--- src/rtl/irqc_pkg.sv ---
// Package: shared sizes, register offsets and types of the interrupt controller.
// Assumes a 32-bit register port and a source count that fills whole registers.
package irqc_pkg;
    localparam int NSRC      = 32;
    localparam int DATA_W    = 32;
    localparam int FLD_W     = 4;
    localparam int LVL_W     = FLD_W - 1;
    localparam int FPR       = DATA_W / FLD_W;         // fields per register
    localparam int NREG      = NSRC / FPR;
    localparam int REG_IW    = $clog2(NREG);
    localparam int SRC_W     = $clog2(NSRC);
    localparam int VEC_W     = 8;
    localparam int ADDR_W    = 8;
    localparam logic [ADDR_W-1:0] CTRL_BASE = 8'h20;
    localparam logic [ADDR_W-1:0] VBASE_OFS = 8'h30;
    localparam logic [ADDR_W-1:0] PEND_OFS  = 8'h34;
    localparam logic [VEC_W-1:0]  SPUR_VEC  = 8'h18;

    typedef logic [LVL_W-1:0]  lvl_t;
    typedef logic [DATA_W-1:0] word_t;
endpackage

--- src/rtl/irqc_level_regs.sv ---
// Module: level registers. Holds NREG control registers of FPR fields each.
// A field's level updates only if its strobe bit is 1 in the written word.
// Also presents the levels per source in source order.
// Assumes wr_en is already qualified by an address decode.
module irqc_level_regs
    import irqc_pkg::*;
(
    input  logic                  clk,
    input  logic                  rst_n,
    input  logic                  wr_en,
    input  logic [REG_IW-1:0]     wr_idx,
    input  word_t                 wdata,
    output word_t                 reg_view [NREG],
    output logic [NSRC*LVL_W-1:0] src_lvl
);
    lvl_t lvl_q [NREG][FPR];

    for (genvar r = 0; r < NREG; r++) begin : g_reg
        for (genvar f = 0; f < FPR; f++) begin : g_fld
            // Purpose: update one level field when its strobe bit is set.
            always_ff @(posedge clk) begin
                if (!rst_n)
                    lvl_q[r][f] <= '0;
                else if (wr_en && wr_idx == REG_IW'(r) && wdata[f*FLD_W + LVL_W])
                    lvl_q[r][f] <= wdata[f*FLD_W +: LVL_W];
            end

            // Present the field with its strobe bit as 0.
            assign reg_view[r][f*FLD_W +: FLD_W] = {1'b0, lvl_q[r][f]};
            // Source number served by this field.
            assign src_lvl[((NREG-1-r)*FPR + f)*LVL_W +: LVL_W] = lvl_q[r][f];

            a_r3_field_hold: assert property (@(posedge clk) disable iff (!rst_n)
                (wr_en && wr_idx == REG_IW'(r) && !wdata[f*FLD_W + LVL_W]) |=> $stable(lvl_q[r][f]))
                else $error("r3: field changed with strobe bit low");
            a_r3_field_take: assert property (@(posedge clk) disable iff (!rst_n)
                (wr_en && wr_idx == REG_IW'(r) && wdata[f*FLD_W + LVL_W])
                |=> lvl_q[r][f] == $past(wdata[f*FLD_W +: LVL_W]))
                else $error("r3: field ignored strobed write");
        end
    end
endmodule

--- src/rtl/irqc_pending.sv ---
// Module: pending register. Samples the level-sensitive request lines each
// clock. Assumes the inputs are synchronous to clk.
module irqc_pending
    import irqc_pkg::*;
(
    input  logic            clk,
    input  logic            rst_n,
    input  logic [NSRC-1:0] irq_in,
    output logic [NSRC-1:0] pend_q
);
    // Purpose: register the request lines.
    always_ff @(posedge clk) begin
        if (!rst_n) pend_q <= '0;
        else        pend_q <= irq_in;
    end

    a_r6_tracks_input: assert property (@(posedge clk) disable iff (!rst_n)
        $past(rst_n) |-> pend_q == $past(irq_in))
        else $error("r6: pending register missed its input");
endmodule

--- src/rtl/irqc_ack.sv ---
// Module: acknowledge scan. Finds the highest-numbered pending source whose
// level equals the requested level (level 0 never matches), then registers
// the vector and a valid flag one cycle after the request.
module irqc_ack
    import irqc_pkg::*;
(
    input  logic                  clk,
    input  logic                  rst_n,
    input  logic                  ack_req,
    input  lvl_t                  ack_lvl,
    input  logic [NSRC-1:0]       pend,
    input  logic [NSRC*LVL_W-1:0] src_lvl,
    input  logic [VEC_W-1:0]      vbase,
    output logic                  ack_valid,
    output logic [VEC_W-1:0]      ack_vec
);
    logic             found;
    logic [SRC_W-1:0] sel;
    logic             hit_q;

    // Purpose: priority scan, a later (higher) index overrides a lower one.
    always_comb begin
        found = 1'b0;
        sel   = '0;
        for (int x = 0; x < NSRC; x++) begin
            if (pend[x] && ack_lvl != '0 && src_lvl[x*LVL_W +: LVL_W] == ack_lvl) begin
                found = 1'b1;
                sel   = SRC_W'(x);
            end
        end
    end

    // Purpose: register the acknowledge result.
    always_ff @(posedge clk) begin
        if (!rst_n) begin
            ack_valid <= 1'b0;
            ack_vec   <= '0;
            hit_q     <= 1'b0;
        end else begin
            ack_valid <= ack_req;
            hit_q     <= ack_req && found;
            if (!ack_req)   ack_vec <= '0;
            else if (found) ack_vec <= {vbase[VEC_W-1:SRC_W], sel};
            else            ack_vec <= SPUR_VEC;
        end
    end

    a_r8_valid_follows_req: assert property (@(posedge clk) disable iff (!rst_n)
        ack_req |=> ack_valid)
        else $error("r8: missing valid");
    a_r8_no_stray_valid: assert property (@(posedge clk) disable iff (!rst_n)
        !ack_req |=> (!ack_valid && ack_vec == '0))
        else $error("r8: stray valid");
    a_r11_level0_spurious: assert property (@(posedge clk) disable iff (!rst_n)
        (ack_req && ack_lvl == '0) |=> ack_vec == SPUR_VEC)
        else $error("r11: level 0 selected a source");
    a_r9_base_bits: assert property (@(posedge clk) disable iff (!rst_n)
        hit_q |-> ack_vec[VEC_W-1:SRC_W] == $past(vbase[VEC_W-1:SRC_W]))
        else $error("r9: vector upper bits not from base");
endmodule

--- src/rtl/irq_prio_ctrl.sv ---
// Module: prioritized interrupt controller top. Decodes the register port,
// holds the vector base, muxes the registered read data and joins the level
// registers, pending register and acknowledge scan.
// Assumes single-cycle register accesses aligned to 32-bit words.
module irq_prio_ctrl
    import irqc_pkg::*;
(
    input  logic              clk,
    input  logic              rst_n,
    input  logic              reg_wr,
    input  logic              reg_rd,
    input  logic [7:0]        reg_addr,
    input  logic [31:0]       reg_wdata,
    output logic [31:0]       reg_rdata,
    input  logic [31:0]       irq_in,
    input  logic              ack_req,
    input  logic [2:0]        ack_lvl,
    output logic              ack_valid,
    output logic [7:0]        ack_vec
);
    logic [ADDR_W-1:0]     ctrl_off;
    logic                  ctrl_hit;
    logic [REG_IW-1:0]     ctrl_idx;
    word_t                 reg_view [NREG];
    logic [NSRC*LVL_W-1:0] src_lvl;
    logic [NSRC-1:0]       pend_q;
    logic [VEC_W-1:0]      vbase_q;
    word_t                 rd_mux;

    // Decode of the control register window.
    assign ctrl_off = reg_addr - CTRL_BASE;
    assign ctrl_hit = (reg_addr >= CTRL_BASE) && (ctrl_off < ADDR_W'(NREG*4))
                      && (reg_addr[1:0] == 2'b00);
    assign ctrl_idx = ctrl_off[2 +: REG_IW];

    irqc_level_regs u_lvl (
        .clk      (clk),
        .rst_n    (rst_n),
        .wr_en    (reg_wr && ctrl_hit),
        .wr_idx   (ctrl_idx),
        .wdata    (reg_wdata),
        .reg_view (reg_view),
        .src_lvl  (src_lvl)
    );

    irqc_pending u_pend (
        .clk    (clk),
        .rst_n  (rst_n),
        .irq_in (irq_in),
        .pend_q (pend_q)
    );

    irqc_ack u_ack (
        .clk       (clk),
        .rst_n     (rst_n),
        .ack_req   (ack_req),
        .ack_lvl   (ack_lvl),
        .pend      (pend_q),
        .src_lvl   (src_lvl),
        .vbase     (vbase_q),
        .ack_valid (ack_valid),
        .ack_vec   (ack_vec)
    );

    // Purpose: hold the software-written vector base.
    always_ff @(posedge clk) begin
        if (!rst_n)                              vbase_q <= '0;
        else if (reg_wr && reg_addr == VBASE_OFS) vbase_q <= reg_wdata[VEC_W-1:0];
    end

    // Purpose: select the word for the addressed register.
    always_comb begin
        rd_mux = '0;
        if (ctrl_hit)                   rd_mux = reg_view[ctrl_idx];
        else if (reg_addr == PEND_OFS)  rd_mux = pend_q;
        else if (reg_addr == VBASE_OFS) rd_mux = DATA_W'(vbase_q);
    end

    // Purpose: register read data, zero when no read was made.
    always_ff @(posedge clk) begin
        if (!rst_n)      reg_rdata <= '0;
        else if (reg_rd) reg_rdata <= rd_mux;
        else             reg_rdata <= '0;
    end

    a_r4_strobe_bits_read_zero: assert property (@(posedge clk) disable iff (!rst_n)
        (reg_rd && ctrl_hit) |=> (reg_rdata & 32'h8888_8888) == '0)
        else $error("r4: strobe bits read back as 1");
    a_r4_idle_rdata_zero: assert property (@(posedge clk) disable iff (!rst_n)
        !reg_rd |=> reg_rdata == '0)
        else $error("r4: read data without a read");
endmodule

--- config.mk ---
export PLATFORM = sky130hd
export DESIGN_NAME = irq_prio_ctrl
export DESIGN_NICKNAME = d
export VERILOG_FILES = /design/src/rtl/irqc_pkg.sv /design/src/rtl/irqc_level_regs.sv /design/src/rtl/irqc_pending.sv /design/src/rtl/irqc_ack.sv /design/src/rtl/irq_prio_ctrl.sv
export SDC_FILE = /design/constraint.sdc
export NUM_CORES = 1
export LEC_CHECK = 0
export ABC_AREA = 1
export ABC_CLOCK_PERIOD_IN_PS = 2900
export BUFFER_PORTS_ARGS = -buffer_cell sky130_fd_sc_hd__buf_2
export CORE_UTILIZATION = 45
export CTS_BUF_LIST = sky130_fd_sc_hd__clkbuf_8
export CTS_CLUSTER_SIZE = 8
export DETAILED_ROUTE_END_ITERATION = 10
export SETUP_SLACK_MARGIN = 0.15
export SLEW_MARGIN = 20
export SYNTH_ARGS = -nofsm -noshare
export SYNTH_HDL_FRONTEND = slang
export SYNTH_HIERARCHICAL = 1
export SYNTH_SLANG_ARGS = --single-unit
--- constraint.sdc ---
create_clock -name clk -period 2.9 [get_ports clk]
set_input_delay 0.145 -clock clk [delete_from_list [all_inputs] [get_ports clk]]
set_output_delay 0.145 -clock clk [all_outputs]
set_load 0.01 [all_outputs]
Word-level counts from Yosys, hierarchy flattened
Memories as Yosys holds them, arrays and structs flattened.
Cells that the tools add are included.
{ "op_classes": {"add_sub_neg": 1, "magnitude_cmp": 3, "eq_ne": 37, "muxes": 199, "n_bitwise": 33, "reduce_logical": 110} }
{ "ops": {"columns": ["operator", "n"], "rows": [
  ["$mux W1", 130],
  ["$mux W32", 4],
  ["$mux W3", 36],
  ["$logic_and A1 B1 Y1", 104],
  ["$eq A3 B3 Y1", 32],
  ["$mux W5", 17],
  ["$bmux W32 S2", 1],
  ["$mux W4", 8],
  ["$or A1 B1 Y1", 32],
  ["$eq A8 B6 Y1 const B", 2],
  ["$ge A8 B6 Y1 const B", 1],
  ["$lt A8 B5 Y1 const B", 1],
  ["$mux W8", 1],
  ["$sub A8 B6 Y8 const B", 1],
  ["$eq A2 B2 Y1 const B", 2],
  ["$logic_not A2 Y1", 2],
  ["$mux W2", 2],
  ["$reduce_and A2 Y1", 2],
  ["$ge A3 B3 Y1 const B", 1],
  ["$not A2 Y3", 1],
  ["$reduce_and A3 Y1", 1],
  ["$reduce_bool A3 Y1", 1],
  ["$eq A2 B1 Y1 const B", 1]
]} }
{ "word_totals": {"ff_bits": 81, "ramBits": 96, "output_inout_bits": 41, "memories": 1} }
{ "mem_list": {"columns": ["memory", "depth", "width", "read_ports", "rd_ports_with_merged_regs", "write_ports", "line_no", "source"], "rows": [
  ["u_lvl.lvl_q", 4, 24, 4, 0, 4, "irqc_level_regs.sv:16", "lvl_t lvl_q [NREG][FPR];"]
]} }

Longest topological paths before layout
{ "logic_depth": {"ltp_word": 36, "ltp_mapped": 36, "depth_no_buf": 35} }

Modules after synthesis
The synthesis kept the hierarchy.
{ "modules_own_cells": {"columns": ["module", "n_inst", "cells_per_inst", "area_per_inst_um2", "seq_area_each_um2"], "rows": [
  ["irqc_level_regs", 1, 437, 4790.8, 2882.8],
  ["irq_prio_ctrl", 1, 592, 3140.5, 800.8],
  ["irqc_ack", 1, 362, 2050.7, 180.2],
  ["irqc_pending", 1, 99, 914.6, 640.6]
]} }

Worst setup path before layout
No wires, ideal clock.
{ "synth_timing": {"path_type": "in2reg", "startpoint": "in ack_lvl[1]", "endpoint": "reg u_ack.ack_vec[1]", "arrival_time_ps": 2115, "path_slack_ps": 654, "path_stages": 12, "n_path_buf": 4, "path_cell_list": "buf_4 > inv_2 > buf_2 > buf_2 > buf_1 > nand2_1 > nand4_1 > nor2_1 > a2111oi_2 > nand3_1 > o31ai_4 > a21oi_1"} }
{ "synth_via": {"elab_chain_cells": 36} }
{ "synth_rtl": {"columns": ["element", "line_no", "source"], "rows": [
  ["start, declared", "irq_prio_ctrl.sv:17", "input logic [2:0] ack_lvl,"],
  ["$reduce_bool A3 Y1", "irqc_ack.sv:26", "if (pend[x] && ack_lvl != '0 && src_lvl[x*LVL_W +: LVL_W] == ack_lvl) begin"],
  ["$logic_and A1 B1 Y1 (2 in a row)", "irqc_ack.sv:26", null],
  ["$mux W1 (32 in a row)", "irqc_ack.sv:26", null],
  ["$reduce_and A3 Y1 (no source line)", null, null],
  ["end signal, assigned", "irqc_ack.sv:43", "else if (found) ack_vec <= {vbase[VEC_W-1:SRC_W], sel};"],
  ["end, declared", "irqc_ack.sv:15", "output logic [VEC_W-1:0] ack_vec"]
]} }
Parallel ways exist; a longest one is shown, timed or not.
A chain may end at the register's enable or synchronous reset.

==> run metrics <==
CTS HTree Levels 4; WL met1 15,210 um; initial antenna violation count 1; number of synthesized flops with an enable pin 96; HP Class input port to flip-flop; Starting Density 46.15%; leading post-synthesis cells by cell area edfxtp_1, dfxtp_1, nand2_1; asr flop ratio synth 0%; Unique masters post-synth 44; Net Sw Frac 29.00%; WL per Instance 17.04 um; part of the power in registers 52.8%; Fillers 2,366; setup TNS 0 ns; Hold Violations, Final 0; uppermost layer routed met5; layout cells sized above 1 13.89%; Post-route DRC 0; vias in the first global route 8,591; placed inst area 0.01086 mm^2; Max FO, Critical Path 3; clock network fraction of total power 32.6%; CP most frequent cell nand2_1; count leader, synth nand2_1; Critical Path RT 3.24 ns; CTS buffer count 17; Rows 56; post-route cell area 0.01167 mm^2; Die Span Y 157.6 um; fin. max-slew vios 0; crit path time final 2.433 ns; # clock sinks 177; Crit path largest cell delay 0.45 ns; Tcrit/Tclk final 83.89%; post-synthesis sequential element count 177; global-route wire length before repair 48,260 um; # setup viols final 0; top-level I/O count 121; Pre-antenna DRT Iters 6; R2R Setup Slk 0.47 ns; Reg2Reg Depth 34; Synth area leader edfxtp_1; antenna violation net count after detailed routing 0; worst setup path class flip-flop to flip-flop; Clk Latency, worst-skew pair 0.47 ns; pwr dens 463.7 mW/mm^2; GRT Total Usage 26.16%; worst hold start rst_n; GP Congestion 0.9277; logic gate share of total power 14.6%; die footprint 0.02484 mm^2; Net Sw Power 0.001570 W; synth warn 6; end of the worst register-to-register path u_ack/ack_vec[0]; RSZ-0062 raised after global routing yes; crit path DAT 2.77 ns; HPWL after DPL 23,790 um; CTS tree built; wire length on met2 13,020 um; clk buf depth 2; WHS Endpoint u_pend/pend_q[7]; vias per inst 5.070; Synth Flop Type edfxtp_1; Setup crit end kind flip-flop; Internal 0.003843 W; CORE AREA 0.02361 mm^2; clk root buf clkbuf_8; Worst Hold Path Cells 3; PortBufs 120; Cell Area, Synth 0.01090 mm^2; Clock transition at path regs 0.10 ns; largest net degree at the start of global routing 58; register area share after synthesis 41.34%; Max Cap Viol 0; Post-Place Worst Slack 0.2784 ns; Synth-to-Final Area Change 7.131%; WL final 31,810 um; Synth Instances 1,490; routed wl met3 3095 um; most common library cells after synthesis nand2_1, nor2_1, inv_1; Avg Inst Size Synth 7.313 um^2; sequential cell area 0.004504 mm^2; total number of vias 9,465; status complete, no violations; Clock Skew 0.01494 ns; Nets 1,616; Lkg Pwr 5.553 nW; RR Startpoint u_lvl/lvl_q[1][39]; Multi-input gate area 0.004482 mm^2; ant diodes 0; Worst Max-Slew Pin Slew 1.008 ns; grt ovf 0; post-synth top area share 26.46%; Worst Setup Slack, final 0.4671 ns; fmax 411.0 MHz; VDD IR max 0.0002446 V; Slowest cell on crit path edfxtp_1; initial detailed-routing violation count 999; startpoint type of the worst setup path flip-flop; relative slew slack 32.71%; Chip Width 157.6 um
[layout make-up]
class                   count  share of cell area [%]
clock inverters            13                   1.179
clock buffers              19                   2.240
flip-flops and latches    177                   38.59
well taps                 319                   3.419
multi-input cells         968                   38.39
repair buffers            189                   10.33
inverters                 182                   5.852
[what timing repair did]
action,in CTS,in global routing
endpoints found under the hold margin,32,0
setup buffers,0,6
resized for setup,0,6
hold buffers,35,0
setup endpoints to repair,0,1
[worst max-delay path, delay by kind of cell, from the launching register on]
family | cells | cell delay (ns)
and+or+nand+nor | 33 | 1.84
AOI/OAI and AO/OA | 1 | 0.05
DFF | 1 | 0.45
[cell usage in the layout (no fill, tap or decap), types with 2 or more instances in the layout]
master and instances:
nor2_4 6, xnor2_1 6, nand3b_1 8, nand4_1 24
buf_2 120, o21ai_0 28, o22ai_1 25, inv_1 174
clkbuf_8 19, inv_2 10, bufinv_16 2, nand2_1 394
nor4_1 21, and2_1 2, dlygate4sd3_1 35, clkinv_4 3
nor3_2 2, buf_4 34, conb_1 32, a21oi_1 19
nor2_2 4, inv_6 2, nor2_1 213, a21o_1 19
dfxtp_1 81, edfxtp_1 96, a2111oi_2 2, nor3_1 24
xor2_1 24, a31oi_1 4, o21ai_1 8, nand3_1 89
[routing by layer]
metal | GRT usage (%) | vias to the layer above
met5 | 0 | -
met4 | 7.952 | 2
met3 | 4.845 | 29
met2 | 37.95 | 472
met1 | 39.07 | 4312
li1 | - | 4650
[cells by family after synthesis]
group	synth area share, %
compound gates	6.511
xor+xnor	2.411
fa+ha+maj	0.1148
buf+inv	18.76
flops	41.34
other cells	0.03441
simple gates	30.83
[power groups by stage]
stage / clock [W] / sequential, W / combinational [W]
floorplan: 0 / 0.00284 / 0.000644
global placement: 0 / 0.00291 / 0.000722
detailed placement: 0 / 0.00291 / 0.000723
CTS: 0.00179 / 0.00285 / 0.000765
global route: 0.00186 / 0.00286 / 0.000877
finish: 0.00177 / 0.00286 / 0.000789
[metrics by stage]
step                hold slack (ns)  cells  power (W)  util (%)
floorplan                    0.2385   1521   0.003480         -
global placement             0.3300   1794   0.003634     46.01
CTS                      0.00001113   1861   0.005408     49.18
detailed placement           0.3294   1794   0.003633     46.01
global route               0.009641   1867   0.005606     49.44
finish                     0.009624   1867   0.005413     49.44
[how the worst max path moves through the flow]
| stage | startpoint | endpoint | slack, ns | cells after the start |
|---|---|---|---|---|
| 2_1_floorplan | ack_lvl[1] | u_ack/ack_vec[1] | 0.65 | 12 |
| 3_3_place_gp | ack_lvl[1] | u_ack/ack_vec[0] | 0.28 | 28 |
| 3_5_place_dp | ack_lvl[1] | u_ack/ack_vec[0] | 0.28 | 28 |
| 4_1_cts | u_lvl/lvl_q[1][42] | u_ack/ack_vec[0] | 0.43 | 33 |
| 5_1_grt | u_lvl/lvl_q[1][42] | u_ack/ack_vec[0] | 0.11 | 33 |
| 6_report | u_lvl/lvl_q[1][39] | u_ack/ack_vec[0] | 0.47 | 34 |
[state kept, by name, indices dropped and copies added, names as in the netlist]
register and count:
u_lvl/lvl_q 96, reg_rdata 32, u_pend/pend_q 32, u_ack/ack_vec 8, vbase_q 8, u_ack/ack_valid 1
Power figures use the tool's default switching activity.
